$ cat src/rtl/tsr_pkg.sv
package tsr_pkg;
  localparam int BUS_W    = 32;
  localparam int CNT_W    = 32;
  localparam int NREG     = 4;
  localparam int SEL_W    = $clog2(NREG);
  localparam int IDX_CFG  = 0;
  localparam int IDX_IRQ  = 1;
  localparam int IDX_CNT  = 2;
  localparam int IDX_HOLD = 3;
endpackage

$ cat src/rtl/tsr_decode.sv
module tsr_decode
  import tsr_pkg::*;
#(
  parameter int ADDR_W = 3
) (
  input  logic              cs,
  input  logic [ADDR_W-1:0] addr,
  input  logic              wr_stb,
  input  logic              rd_stb,
  output logic [NREG-1:0]   wr_en,
  output logic [NREG-1:0]   rd_en,
  output logic [SEL_W-1:0]  sel,
  output logic              hit,
  output logic              latch_en,
  output logic              access
);
  // mapped addresses occupy the lowest NREG locations
  assign hit      = cs && (addr[ADDR_W-1:SEL_W] == '0);
  assign sel      = addr[SEL_W-1:0];
  assign latch_en = cs && rd_stb;
  assign access   = cs && (rd_stb || wr_stb);

  for (genvar i = 0; i < NREG; i++) begin : g_en
    assign wr_en[i] = hit && wr_stb && (sel == SEL_W'(i));
    assign rd_en[i] = hit && rd_stb && (sel == SEL_W'(i));
  end
endmodule

$ cat src/rtl/tsr_storage.sv
module tsr_storage
  import tsr_pkg::*;
#(
  parameter int REG_W = 8
) (
  input  logic             clk,
  input  logic             rst,
  input  logic [NREG-1:0]  wr_en,
  input  logic [NREG-1:0]  rd_en,
  input  logic [BUS_W-1:0] wdata,
  input  logic [REG_W-1:0] irq_evt,
  input  logic             cnt_evt,
  input  logic [REG_W-1:0] hold_src,
  output logic [REG_W-1:0] cfg_q,
  output logic [REG_W-1:0] irq_q,
  output logic [CNT_W-1:0] cnt_q,
  output logic [REG_W-1:0] snap_q
);
  // configuration: plain read/write
  always_ff @(posedge clk) begin
    if (rst)                 cfg_q <= '0;
    else if (wr_en[IDX_CFG]) cfg_q <= wdata[REG_W-1:0];
  end

  // interrupt status: sticky, cleared by a read, new events win
  logic [REG_W-1:0] irq_keep;
  assign irq_keep = rd_en[IDX_IRQ] ? '0 : irq_q;
  always_ff @(posedge clk) begin
    if (rst) irq_q <= '0;
    else     irq_q <= irq_keep | irq_evt;
  end

  // event counter: load has priority, natural wrap on overflow
  always_ff @(posedge clk) begin
    if (rst)                 cnt_q <= '0;
    else if (wr_en[IDX_CNT]) cnt_q <= wdata[CNT_W-1:0];
    else if (cnt_evt)        cnt_q <= cnt_q + CNT_W'(1);
  end

  // holding register: snapshot taken in the read cycle
  always_ff @(posedge clk) begin
    if (rst)                  snap_q <= '0;
    else if (rd_en[IDX_HOLD]) snap_q <= hold_src;
  end
endmodule

$ cat src/rtl/tsr_rdport.sv
module tsr_rdport
  import tsr_pkg::*;
#(
  parameter int REG_W = 8
) (
  input  logic             clk,
  input  logic             rst,
  input  logic [REG_W-1:0] cfg_q,
  input  logic [REG_W-1:0] irq_q,
  input  logic [CNT_W-1:0] cnt_q,
  input  logic [REG_W-1:0] hold_src,
  input  logic [SEL_W-1:0] sel,
  input  logic             hit,
  input  logic             latch_en,
  input  logic             access,
  output logic [BUS_W-1:0] rdata,
  output logic             ready,
  output logic             addr_valid
);
  logic [NREG-1:0][BUS_W-1:0] src;
  logic [BUS_W-1:0]           mux_out;

  always_comb begin
    src           = '0;
    src[IDX_CFG]  = BUS_W'(cfg_q);
    src[IDX_IRQ]  = BUS_W'(irq_q);
    src[IDX_CNT]  = BUS_W'(cnt_q);
    src[IDX_HOLD] = BUS_W'(hold_src);
    mux_out       = hit ? src[sel] : '0;
  end

  always_ff @(posedge clk) begin
    if (rst) begin
      rdata      <= '0;
      ready      <= 1'b0;
      addr_valid <= 1'b0;
    end else begin
      if (latch_en) rdata <= mux_out;
      ready      <= access;
      addr_valid <= access && hit;
    end
  end
endmodule

$ cat src/rtl/typed_reg_bank.sv
module typed_reg_bank
  import tsr_pkg::*;
#(
  parameter int ADDR_W = 3,
  parameter int REG_W  = 8
) (
  input  logic              clk,
  input  logic              rst,
  input  logic              cs,
  input  logic [ADDR_W-1:0] addr,
  input  logic              wr_stb,
  input  logic              rd_stb,
  input  logic [31:0]       wdata,
  output logic [31:0]       rdata,
  output logic              ready,
  output logic              addr_valid,
  output logic [REG_W-1:0]  cfg_q,
  input  logic [REG_W-1:0]  irq_evt,
  input  logic              cnt_evt,
  input  logic [REG_W-1:0]  hold_src,
  output logic [REG_W-1:0]  snap_q
);
  logic [NREG-1:0]  wr_en, rd_en;
  logic [SEL_W-1:0] sel;
  logic             hit, latch_en, access;
  logic [REG_W-1:0] irq_q;
  logic [CNT_W-1:0] cnt_q;

  tsr_decode #(.ADDR_W(ADDR_W)) u_dec (
    .cs(cs), .addr(addr), .wr_stb(wr_stb), .rd_stb(rd_stb),
    .wr_en(wr_en), .rd_en(rd_en), .sel(sel), .hit(hit),
    .latch_en(latch_en), .access(access)
  );

  tsr_storage #(.REG_W(REG_W)) u_sto (
    .clk(clk), .rst(rst), .wr_en(wr_en), .rd_en(rd_en), .wdata(wdata),
    .irq_evt(irq_evt), .cnt_evt(cnt_evt), .hold_src(hold_src),
    .cfg_q(cfg_q), .irq_q(irq_q), .cnt_q(cnt_q), .snap_q(snap_q)
  );

  tsr_rdport #(.REG_W(REG_W)) u_rdp (
    .clk(clk), .rst(rst), .cfg_q(cfg_q), .irq_q(irq_q), .cnt_q(cnt_q),
    .hold_src(hold_src), .sel(sel), .hit(hit), .latch_en(latch_en),
    .access(access), .rdata(rdata), .ready(ready), .addr_valid(addr_valid)
  );
endmodule

$ cat config.mk
export PLATFORM = sky130hd
export DESIGN_NAME = typed_reg_bank
export DESIGN_NICKNAME = d
export VERILOG_FILES = /design/src/rtl/tsr_pkg.sv /design/src/rtl/tsr_decode.sv /design/src/rtl/tsr_storage.sv /design/src/rtl/tsr_rdport.sv /design/src/rtl/typed_reg_bank.sv
export SDC_FILE = /design/constraint.sdc
export NUM_CORES = 1
export LEC_CHECK = 0
export BUFFER_PORTS_ARGS = -buffer_cell sky130_fd_sc_hd__buf_4
export CORE_ASPECT_RATIO = 1.75
export CORE_MARGIN = 2
export CORE_UTILIZATION = 50
export DETAILED_ROUTE_END_ITERATION = 7
export GPL_TIMING_DRIVEN = 0
export PLACE_DENSITY_LB_ADDON = 0.08
export SKIP_LAST_GASP = 1
export SYNTH_ARGS = -nofsm -noshare
export SYNTH_HDL_FRONTEND = slang
export SYNTH_SLANG_ARGS = --single-unit
$ cat constraint.sdc
create_clock -name clk -period 3.8 [get_ports clk]
set_input_delay 0.38 -clock clk [delete_from_list [all_inputs] [get_ports clk]]
set_output_delay 0.38 -clock clk [all_outputs]
set_load 0.01 [all_outputs]
==> results of run 1 <==
[final timing paths]
path / endpoint / cells past startpoint
worst max-delay path: u_sto.cnt_q[26]$_SDFFE_PP0P_ / 6
worst min register to register: u_sto.snap_q[7]$_SDFFE_PP0P_ / 2
worst max register to register: u_sto.cnt_q[26]$_SDFFE_PP0P_ / 6
worst min-delay path: u_rdp.addr_valid$_SDFF_PP0_ / 2
[per-layer routing]
metal / wire [um] / share of wire / track usage
met1: 4000 / 0.37 / 0.276
met2: 5880 / 0.54 / 0.469
met3: 584 / 0.054 / 0.0480
met4: 353 / 0.033 / 0.150
met5: 0 / 0 / 0
[sequential cells by signal, summed over array words and instances (netlist names)]
name,flops
u_sto.irq_q,8
u_sto.cfg_q,8
u_rdp.ready,1
u_sto.cnt_q,32
u_sto.snap_q,8
u_rdp.rdata,32
u_rdp.addr_valid,1
[power groups by stage]
stage / logic, mW / clock network [mW] / registers [mW]
after floorplan: 0.0713 / 0 / 1.00
after global placement: 0.152 / 0 / 1.00
after detailed placement: 0.155 / 0 / 1.00
after CTS: 0.155 / 0.909 / 0.983
after global routing: 0.168 / 0.941 / 0.986
final: 0.154 / 0.902 / 0.983
[synthesized netlist by cell type, types with 2 or more instances]
library cell  number
nor2_1            89
dfxtp_1           90
a22o_1             2
a31oi_1            2
xor2_1            24
buf_1              5
a22oi_1           29
xnor2_1            7
nand2_1           28
mux2_1             2
nand3_1           11
nand4_1           17
a211oi_1          16
mux2i_1           15
and3_1             6
nor4_4             2
o21ai_0            3
and4_1             4
a222oi_1           3
nor3_1             3
buf_2              3
nor2b_1            2
or2_1              2
nor3b_1            2
clkbuf_1          21
mux4_2             3
a211oi_2          13
a21oi_1           14
[worst register-to-register path: cells and delay by family (launching register included)]
family          cells  cell delay, ns
compound gates      1            0.21
xor+xnor            1            0.19
fa+ha+maj           1            0.23
flops               1            0.43
simple gates        3            0.96
[stage by stage]
stage	cells	setup WS (ns)	total power, mW	hold WS (ns)
6_report	639	1.70	2.04	0.227
5_1_grt	639	1.55	2.10	0.226
4_1_cts	639	1.68	2.05	0.224
3_5_place_dp	623	1.61	1.16	0.453
3_3_place_gp	623	1.64	1.15	0.448
2_1_floorplan	430	2.16	1.07	0.446
[cell families (layout without fill, tap and decap cells)]
group | after synthesis | after routing | share of synthesized area
and+or+nand+nor | 175 | 175 | 0.217
xor gates and xnor gates | 31 | 31 | 0.0687
muxes | 20 | 20 | 0.0608
DFF | 90 | 90 | 0.456
AOI/OAI and AO/OA | 83 | 83 | 0.165
buffers and inverters | 30 | 151 | 0.0295
adders and majority gates | 1 | 1 | 0.00317
[layout by cell type (no fill, tap or decap), types with 4 or more instances in the layout]
cell type	Yosys	routed
nor2_1	89	89
buf_1	5	5
a22oi_1	29	29
a21oi_1	14	14
dfxtp_1	90	90
a211oi_2	13	13
and3_1	6	6
xor2_1	24	24
buf_4	0	105
nand4_1	17	17
clkbuf_16	0	9
nand3_1	11	11
xnor2_1	7	7
and4_1	4	4
clkbuf_1	21	24
mux2i_1	15	15
nand2_1	28	28
a211oi_1	16	16
[layout make-up]
cell class	instances	area, um^2	area share
plain buffers	29	113	0.0219
clock inverters	2	35.0	0.00681
multi-input cells	310	2030	0.395
inverters	1	3.75	0.000729
flip-flops and latches	90	1800	0.350
well taps	88	110	0.0214
clock buffers	14	264	0.0513
repair buffers	105	788	0.153
==> flow_metrics.py, run 1 <==
metrics = {
    "status": {
        "outcome": "finished clean",
    },
    "worst_setup_path": {
        "endpoint_kind": "register",
        "cp_max_fo": 5,
        "reg2reg_from": "u_sto.cnt_q[0]$_SDFFE_PP0P_",
        "crit_type": "reg2reg",
        "critPathLaunch": "u_sto.cnt_q[0]$_SDFFE_PP0P_",
        "cpLargestDelayFamily": "simple AND/OR/NAND/NOR gates",
        "slowest_stage": "nor4_1",
        "cp.buffers_inverters": 0,
        "critical_path.most_common_cell": "nand3_1",
        "r2r_slack_ns": 1.70,
        "start_kind": "register",
        "crit_required_ns": 4.06,
        "cp_slowest_stage_delay_ns": 0.57,
        "path_cells": "ha_1, nand3_1, nor4_1, nand3_1, xor2_1, a211oi_2",
        "critPathArrivalTime_ns": 2.37,
    },
    "timing": {
        "min_period_over_period": 0.553,
        "fmax_mhz": 476,
        "period_needed_ns": 2.10,
        "slew_violations": 0,
        "final-hold-violation-count": 0,
        "tightestPinTransition_ns": 0.862,
        "worst_clock_skew_ns": 0.00432,
        "setup_violations": 0,
        "rsz0062_at_grt": "false",
        "slew_headroom": 0.421,
        "setup_tns_ns": 0,
    },
    "detailed_routing": {
        "wl_per_cell_um": 16.9,
        "finalWirelength_um": 10800,
        "drc": 0,
        "dr.pass1.iters": 4,
        "drt_iter0_markers": 239,
        "drt-vias-per-instance": 5.75,
        "vias": 3677,
        "ant_nets": 0,
    },
    "clocking": {
        "tritoncts": "built",
        "path_clk_slew_ns": 0.06,
        "postCtsSetupBuffers": 0,
        "numCtsBuffers": 9,
        "root_buffer": "clkbuf_16",
        "cts_max_level": 3,
        "cts_resized": 0,
        "cts_buffer_depth": 2,
        "clk_latency_ns": 0.34,
        "cts_sinks": 90,
        "postCtsHoldBufs": 0,
    },
    "cells_and_area": {
        "n_fill_cell": 667,
        "n_antenna_cell": 0,
        "drive_gt1_frac": 0.258,
        "area_growth_pct": 30.3,
        "post-route-util": 0.676,
        "fin_nets": 604,
        "stdcell_area_um2": 5150,
    },
    "synthesis": {
        "synthTopCellsByArea": "dfxtp_1 46%, nor2_1 8.5%, a22oi_1 5.5%, xor2_1 5.3%, a211oi_2 4.1%",
        "syn-num-nets": 488,
        "yosys_warnings": 0,
        "synth_enable_flop_cells": 0,
        "yosys_register_bits": 90,
        "avgSynthCellArea_um2": 9.19,
        "yosysTopAreaCell": "dfxtp_1",
        "ys_types": 40,
        "postSynthCellCount": 430,
        "yosysTopAreaCellShare": 0.456,
        "async_reset_ff_frac": 0,
        "ys_seq_area_frac": 0.456,
        "synth_flop_cell": "dfxtp_1",
        "synth_area_um2": 3950,
    },
    "pwr": {
        "p_switching_mw": 0.455,
        "power_frac_comb": 0.076,
        "clkPwrFrac": 0.442,
        "total_leakage_power_nw": 2.11,
        "power.internal_mw": 1.58,
        "netSwitchingFraction": 0.223,
        "ir_drop_mv": 0.322,
        "power_frac_seq": 0.482,
        "p_per_area_nw_per_um2": 396,
    },
    "floorplanning": {
        "die_y_um": 122,
        "rows": 42,
        "die-width_um": 71.2,
        "start_util": 0.518,
        "fp.dieArea_um2": 8660,
        "coreArea_um2": 7620,
        "ios": 107,
    },
    "global_routing": {
        "grt_usage": 0.260,
        "grt_pass1_wl_um": 17500,
        "grt_start_max_net_pins": 14,
        "gr-total-overflow": 0,
        "antenna_found_initial": 0,
        "grt_pass1_vias": 3737,
    },
    "flow_run": {
        "drv_cap": 0,
    },
    "placed_design": {
        "hpwl_um": 8300,
        "io_buffers": 105,
        "placed_cell_area_um2": 4850,
        "finalWeightedCongestion": 0.860,
    },
    "min_path": {
        "hold_class": "in2reg",
        "min_from": "addr[2]",
    },
}
(Power assumes the default switching activity.)
==> inputs of run 2 (changes only) <==
CORE_UTILIZATION = 47   (was 50)
clock period = 1.8 ns   (was 3.8 ns; I/O delays follow)
==> run 2 against run 1 <==
Compared with the run above:
- fmax rose by 21%
- combinational power rose by 110%
- first-iteration DRC count fell by 4.2%
- non-clock buffer count rose by 5
- setup slack got worse by 1.6 ns
- final cell count rose by 1.4%
- register-to-register slack got worse by 1.6 ns
- critical path depth did not move
- clock skew barely moved
- wire length rose by 1.4%
- utilization fell by 3.8 points
- via count fell by 1.6%
- critical endpoint unchanged
- largest cell class unchanged
- largest power group unchanged
==> flow_metrics.py, run 2 (same netlist as run 1, synthesis figures left out) <==
metrics = {
    "worst_setup_path": {
        "ff2ff_path_depth": 6,
        "cp_max_fo": 5,
        "reg2reg_to": "u_sto.cnt_q[26]$_SDFFE_PP0P_",
        "cp-endpoint": "u_sto.cnt_q[26]$_SDFFE_PP0P_",
        "crit_required_ns": 2.07,
        "cp_slowest_stage_delay_ns": 0.38,
        "slowest_stage": "nor4_4",
        "critPathLaunch": "u_sto.cnt_q[0]$_SDFFE_PP0P_",
        "start_kind": "register",
        "path_cells": "ha_1, nand3_2, nor4_4, nand3_1, xor2_1, a211oi_2",
        "crit_type": "reg2reg",
        "endpoint_kind": "register",
        "critPathArrivalTime_ns": 2.01,
        "reg2reg_from": "u_sto.cnt_q[0]$_SDFFE_PP0P_",
        "r2r_slack_ns": 0.06,
    },
    "placed_design": {
        "finalWeightedCongestion": 0.858,
        "dp_slack_ns": -0.310,
        "hpwl_um": 8230,
        "io_buffers": 105,
    },
    "floorplanning": {
        "die_y_um": 125,
        "fp.dieArea_um2": 9180,
        "rows": 44,
        "ios": 107,
        "coreArea_um2": 8260,
        "die-width_um": 73.3,
        "start_util": 0.478,
    },
    "cells_and_area": {
        "seqCellArea_um2": 1820,
        "final_cell_mix": "110 x buf_4, 88 x nor2_1, 79 x dfxtp_1",
        "n_antenna_cell": 0,
        "area_growth_pct": 33.2,
        "fin_nets": 609,
        "post-route-util": 0.637,
        "largestRegisters": "u_rdp.rdata: 32 flops, u_sto.cnt_q: 32 flops",
        "layout_commonest_cell": "buf_4",
        "n_fill_cell": 758,
        "multi_input_area_um2": 2080,
        "drive_gt1_frac": 0.297,
    },
    "flow_run": {
        "drv_cap": 0,
    },
    "clocking": {
        "numCtsBuffers": 9,
        "path_clk_slew_ns": 0.06,
        "tritoncts": "built",
        "root_buffer": "clkbuf_16",
        "cts_max_level": 3,
        "cts_buffer_depth": 2,
        "cts_sinks": 90,
        "clk_latency_ns": 0.35,
    },
    "timing": {
        "min_period_over_period": 0.969,
        "worst_clock_skew_ns": 0.00415,
        "whs_ns": 0.0363,
        "slew_headroom": 0.502,
        "tightestPinTransition_ns": 0.746,
        "setup_violations": 0,
        "final-hold-violation-count": 0,
        "fmax_mhz": 573,
        "period_needed_ns": 1.74,
        "rsz0062_at_grt": "true",
        "slew_violations": 0,
        "setup_ws_ns": 0.0555,
    },
    "global_routing": {
        "grt_start_max_net_pins": 14,
        "grt_usage": 0.249,
        "antenna_found_initial": 0,
        "grt_pass1_wl_um": 17600,
        "gr-total-overflow": 0,
        "grt_pass1_vias": 3603,
    },
    "min_path": {
        "hold_class": "in2reg",
    },
    "detailed_routing": {
        "drt-vias-per-instance": 5.59,
        "drc": 0,
        "vias": 3620,
        "wl_per_cell_um": 16.9,
        "ant_nets": 0,
        "drt_iter0_markers": 229,
        "finalWirelength_um": 11000,
        "dr.pass1.iters": 4,
    },
    "status": {
        "outcome": "finished clean",
    },
    "pwr": {
        "total_leakage_power_nw": 2.19,
        "p_per_area_nw_per_um2": 821,
        "power_mw": 4.32,
        "ir_drop_mv": 0.614,
    },
}
run 2: cell types whose count changed in the layout (fill, tap and decap cells not counted), moves of 2 or more:
cell     delta
dfxtp_2     +9
dfxtp_1    -11
nor4_4      +2
dfxtp_4     +2
nand2_1     -2
buf_4       +5
nand2_2     +2
nor3_1      -2
run 2: routing by layer:
layer  GRT usage  up-vias  routed length, um
met5           0        -                  0
met4       0.112        0                320
met3      0.0532       23                503
met2       0.428      102               5780
met1       0.288     1719               4360
li1            -     1776                  -
run 2: layout make-up:
type                       instances  area share
multi-input combinational        310       0.396
sequential                        90       0.346
timing repair buffer             110       0.157
clock buffer                      14      0.0502
tap                               92      0.0219
buffer                            29      0.0214
clock inverter                     2     0.00666
inverter                           1    0.000713
run 2: worst min-delay path by stage:
stage / slack, ns / depth (start not counted) / startpoint / end
2_1_floorplan: 0.25 / 1 / addr[2] / u_rdp.addr_valid$_SDFF_PP0_
5_1_grt: 0.05 / 2 / addr[2] / u_rdp.addr_valid$_SDFF_PP0_
4_1_cts: 0.03 / 2 / addr[2] / u_rdp.addr_valid$_SDFF_PP0_
6_report: 0.04 / 3 / irq_evt[0] / u_sto.irq_q[0]$_SDFF_PP0_
3_5_place_dp: 0.39 / 2 / addr[2] / u_rdp.addr_valid$_SDFF_PP0_
3_3_place_gp: 0.38 / 3 / irq_evt[0] / u_sto.irq_q[0]$_SDFF_PP0_
run 2: report_power, final:
part	internal, mW	leakage, nW	total [mW]	switching, mW
registers	2.03	0.735	2.08	0.0410
clock network	1.15	0.147	1.92	0.766
logic	0.159	1.31	0.327	0.168
total	3.35	2.19	4.32	0.974
run 2: timing repair:
action                                  CTS  global route
endpoints found under the setup margin   18            40
hold buffers                              0             0
gates resized for setup                   2            21
setup buffers                             2             3
pin swaps                                 2             5
run 2: stage by stage:
step | TNS [ns] | cell area (um^2) | instances
floorplan | 0 | 3950 | 430
global placement | -5.66 | 4850 | 627
detailed placement | -7.26 | 4850 | 627
CTS | -0.370 | 5170 | 645
global route | -0.320 | 5260 | 648
finish | 0 | 5260 | 648
run 2: worst max-delay path: cells and delay by family, from the launching register on:
family	cells	cell delay, ns
xor+xnor	1	0.17
fa+ha+maj	1	0.21
simple gates	3	0.72
compound gates	1	0.20
flops	1	0.37
==> inputs of run 3 (changes only) <==
BUFFER_PORTS_ARGS = -buffer_cell sky130_fd_sc_hd__buf_2   (was -buffer_cell sky130_fd_sc_hd__buf_4)
==> run 3 against run 2 <==
Compared with the run above:
- combinational power fell by 11%
- register-to-register slack improved by 0.05 ns
- clock skew increased by 0.00054 ns
- clock power shrank 3%
==> flow_metrics.py, run 3 (same netlist as run 1, synthesis figures left out) <==
metrics = {
    "status": {
        "outcome": "finished clean",
    },
    "timing": {
        "tightestPinTransition_ns": 0.727,
        "min_period_over_period": 0.941,
        "setup_violations": 0,
        "worst_clock_skew_ns": 0.00469,
        "slew_headroom": 0.515,
        "fmax_mhz": 590,
        "slew_violations": 0,
        "period_needed_ns": 1.69,
        "final-hold-violation-count": 0,
    },
    "clocking": {
        "clk_latency_ns": 0.34,
        "path_clk_slew_ns": 0.06,
        "numCtsBuffers": 9,
        "tritoncts": "built",
        "root_buffer": "clkbuf_16",
        "cts_sinks": 90,
        "postCtsHoldBufs": 0,
        "cts_buffer_depth": 2,
        "cts_max_level": 3,
    },
    "detailed_routing": {
        "dr.pass1.iters": 4,
        "wl_per_cell_um": 16.6,
        "ant_nets": 0,
        "drt_iter0_markers": 216,
        "finalWirelength_um": 10800,
        "vias": 3626,
        "drt-vias-per-instance": 5.60,
        "drc": 0,
    },
    "global_routing": {
        "grt_pass1_wl_um": 17700,
        "grt_pass1_vias": 3609,
        "gr-total-overflow": 0,
        "grt_start_max_net_pins": 16,
        "antenna_found_initial": 0,
        "grt_usage": 0.248,
    },
    "floorplanning": {
        "die-width_um": 73.3,
        "start_util": 0.478,
        "ios": 107,
        "fp.dieArea_um2": 9180,
        "coreArea_um2": 8260,
        "die_y_um": 125,
        "rows": 44,
    },
    "cells_and_area": {
        "post-route-util": 0.606,
        "area_growth_pct": 26.7,
        "n_antenna_cell": 0,
        "largestRegisters": "u_rdp.rdata: 32 flops, u_sto.cnt_q: 32 flops",
        "final_cell_mix": "108 x buf_2, 88 x nor2_1, 78 x dfxtp_1",
        "drive_gt1_frac": 0.301,
        "n_fill_cell": 763,
        "layout_commonest_cell": "buf_2",
        "fin_nets": 608,
        "stdcell_area_um2": 5000,
    },
    "flow_run": {
        "drv_cap": 0,
    },
    "placed_design": {
        "finalWeightedCongestion": 0.832,
        "placed_cell_area_um2": 4590,
        "hpwl_um": 8290,
        "io_buffers": 105,
    },
    "worst_setup_path": {
        "critPathArrivalTime_ns": 1.95,
        "crit_required_ns": 2.06,
        "cpLargestDelayFamily": "simple AND/OR/NAND/NOR gates",
        "cp.buffers_inverters": 1,
        "slowest_stage": "dfxtp_1",
        "path_cells": "nand2_1, nor4_4, buf_4, nand4_1, xor2_1, a211oi_2",
        "cp_max_fo": 8,
        "endpoint_kind": "register",
        "cp_slowest_stage_delay_ns": 0.38,
        "start_kind": "register",
        "crit_type": "reg2reg",
    },
    "pwr": {
        "ir_drop_mv": 0.628,
        "p_per_area_nw_per_um2": 847,
        "total_leakage_power_nw": 2.13,
        "power_mw": 4.24,
    },
    "min_path": {
        "hold_class": "in2reg",
    },
}
[run 3: cell count changes in the layout (fill, tap and decap cells not counted), moves of 2 or more]
cell	before	now
clkinv_4	0	2
clkbuf_8	2	0
buf_4	110	3
clkbuf_1	24	22
buf_2	3	108
[run 3: final cells by class]
cell class	count	area, um^2	share of cell area
clock inverter	6	66.3	0.0133
tap	92	115	0.0230
clock buffer	10	229	0.0458
timing repair buffer	109	559	0.112
inverter	1	3.75	0.000750
buffer	29	113	0.0225
multi-input combinational	310	2100	0.419
sequential	90	1820	0.364
[run 3: routing by layer]
metal,global-route usage,vias up,part of all wire
li1,-,1772,-
met1,0.284,1737,0.40
met2,0.444,99,0.54
met3,0.0403,18,0.039
met4,0.0941,0,0.023
met5,0,-,0
[run 3: worst register-to-register path: cells and delay by family, from the launching register on]
family | cells | cell delay, ns
compound gates | 1 | 0.21
xor+xnor | 1 | 0.20
buf+inv | 1 | 0.19
flops | 1 | 0.38
simple gates | 3 | 0.62
[run 3: through the flow]
stage          hold WS (ns)  worst slack [ns]  setup TNS [ns]  cells
5_1_grt              0.0533          -0.00196        -0.00196    647
3_5_place_dp          0.391            -0.295           -7.09    627
4_1_cts              0.0388            0.0194               0    647
2_1_floorplan         0.252             0.160               0    430
6_report             0.0408             0.105               0    647
3_3_place_gp          0.385            -0.281           -6.13    627
[run 3: worst paths after layout]
check	start	to	slack, ns	depth (start not counted)
worst max-delay path	u_sto.cnt_q[14]$_SDFFE_PP0P_	u_sto.cnt_q[25]$_SDFFE_PP0P_	0.11	6
worst min-delay path	irq_evt[6]	u_sto.irq_q[6]$_SDFF_PP0_	0.04	3
worst max register to register	u_sto.cnt_q[14]$_SDFFE_PP0P_	u_sto.cnt_q[25]$_SDFFE_PP0P_	0.11	6
worst min register to register	u_sto.snap_q[5]$_SDFFE_PP0P_	u_sto.snap_q[5]$_SDFFE_PP0P_	0.45	2
[run 3: where the power goes]
group / switching (mW) / internal, mW
sequential: 0.0427 / 2.03
combinational: 0.168 / 0.123
clock: 0.792 / 1.08
total: 1.00 / 3.24
[run 3: what timing repair did]
item                       4_1_cts  5_1_grt
pin swaps                        4        4
setup buffers                    4        0
setup endpoints to repair       19       38
hold endpoints to repair         0        0
resized for setup                6       20
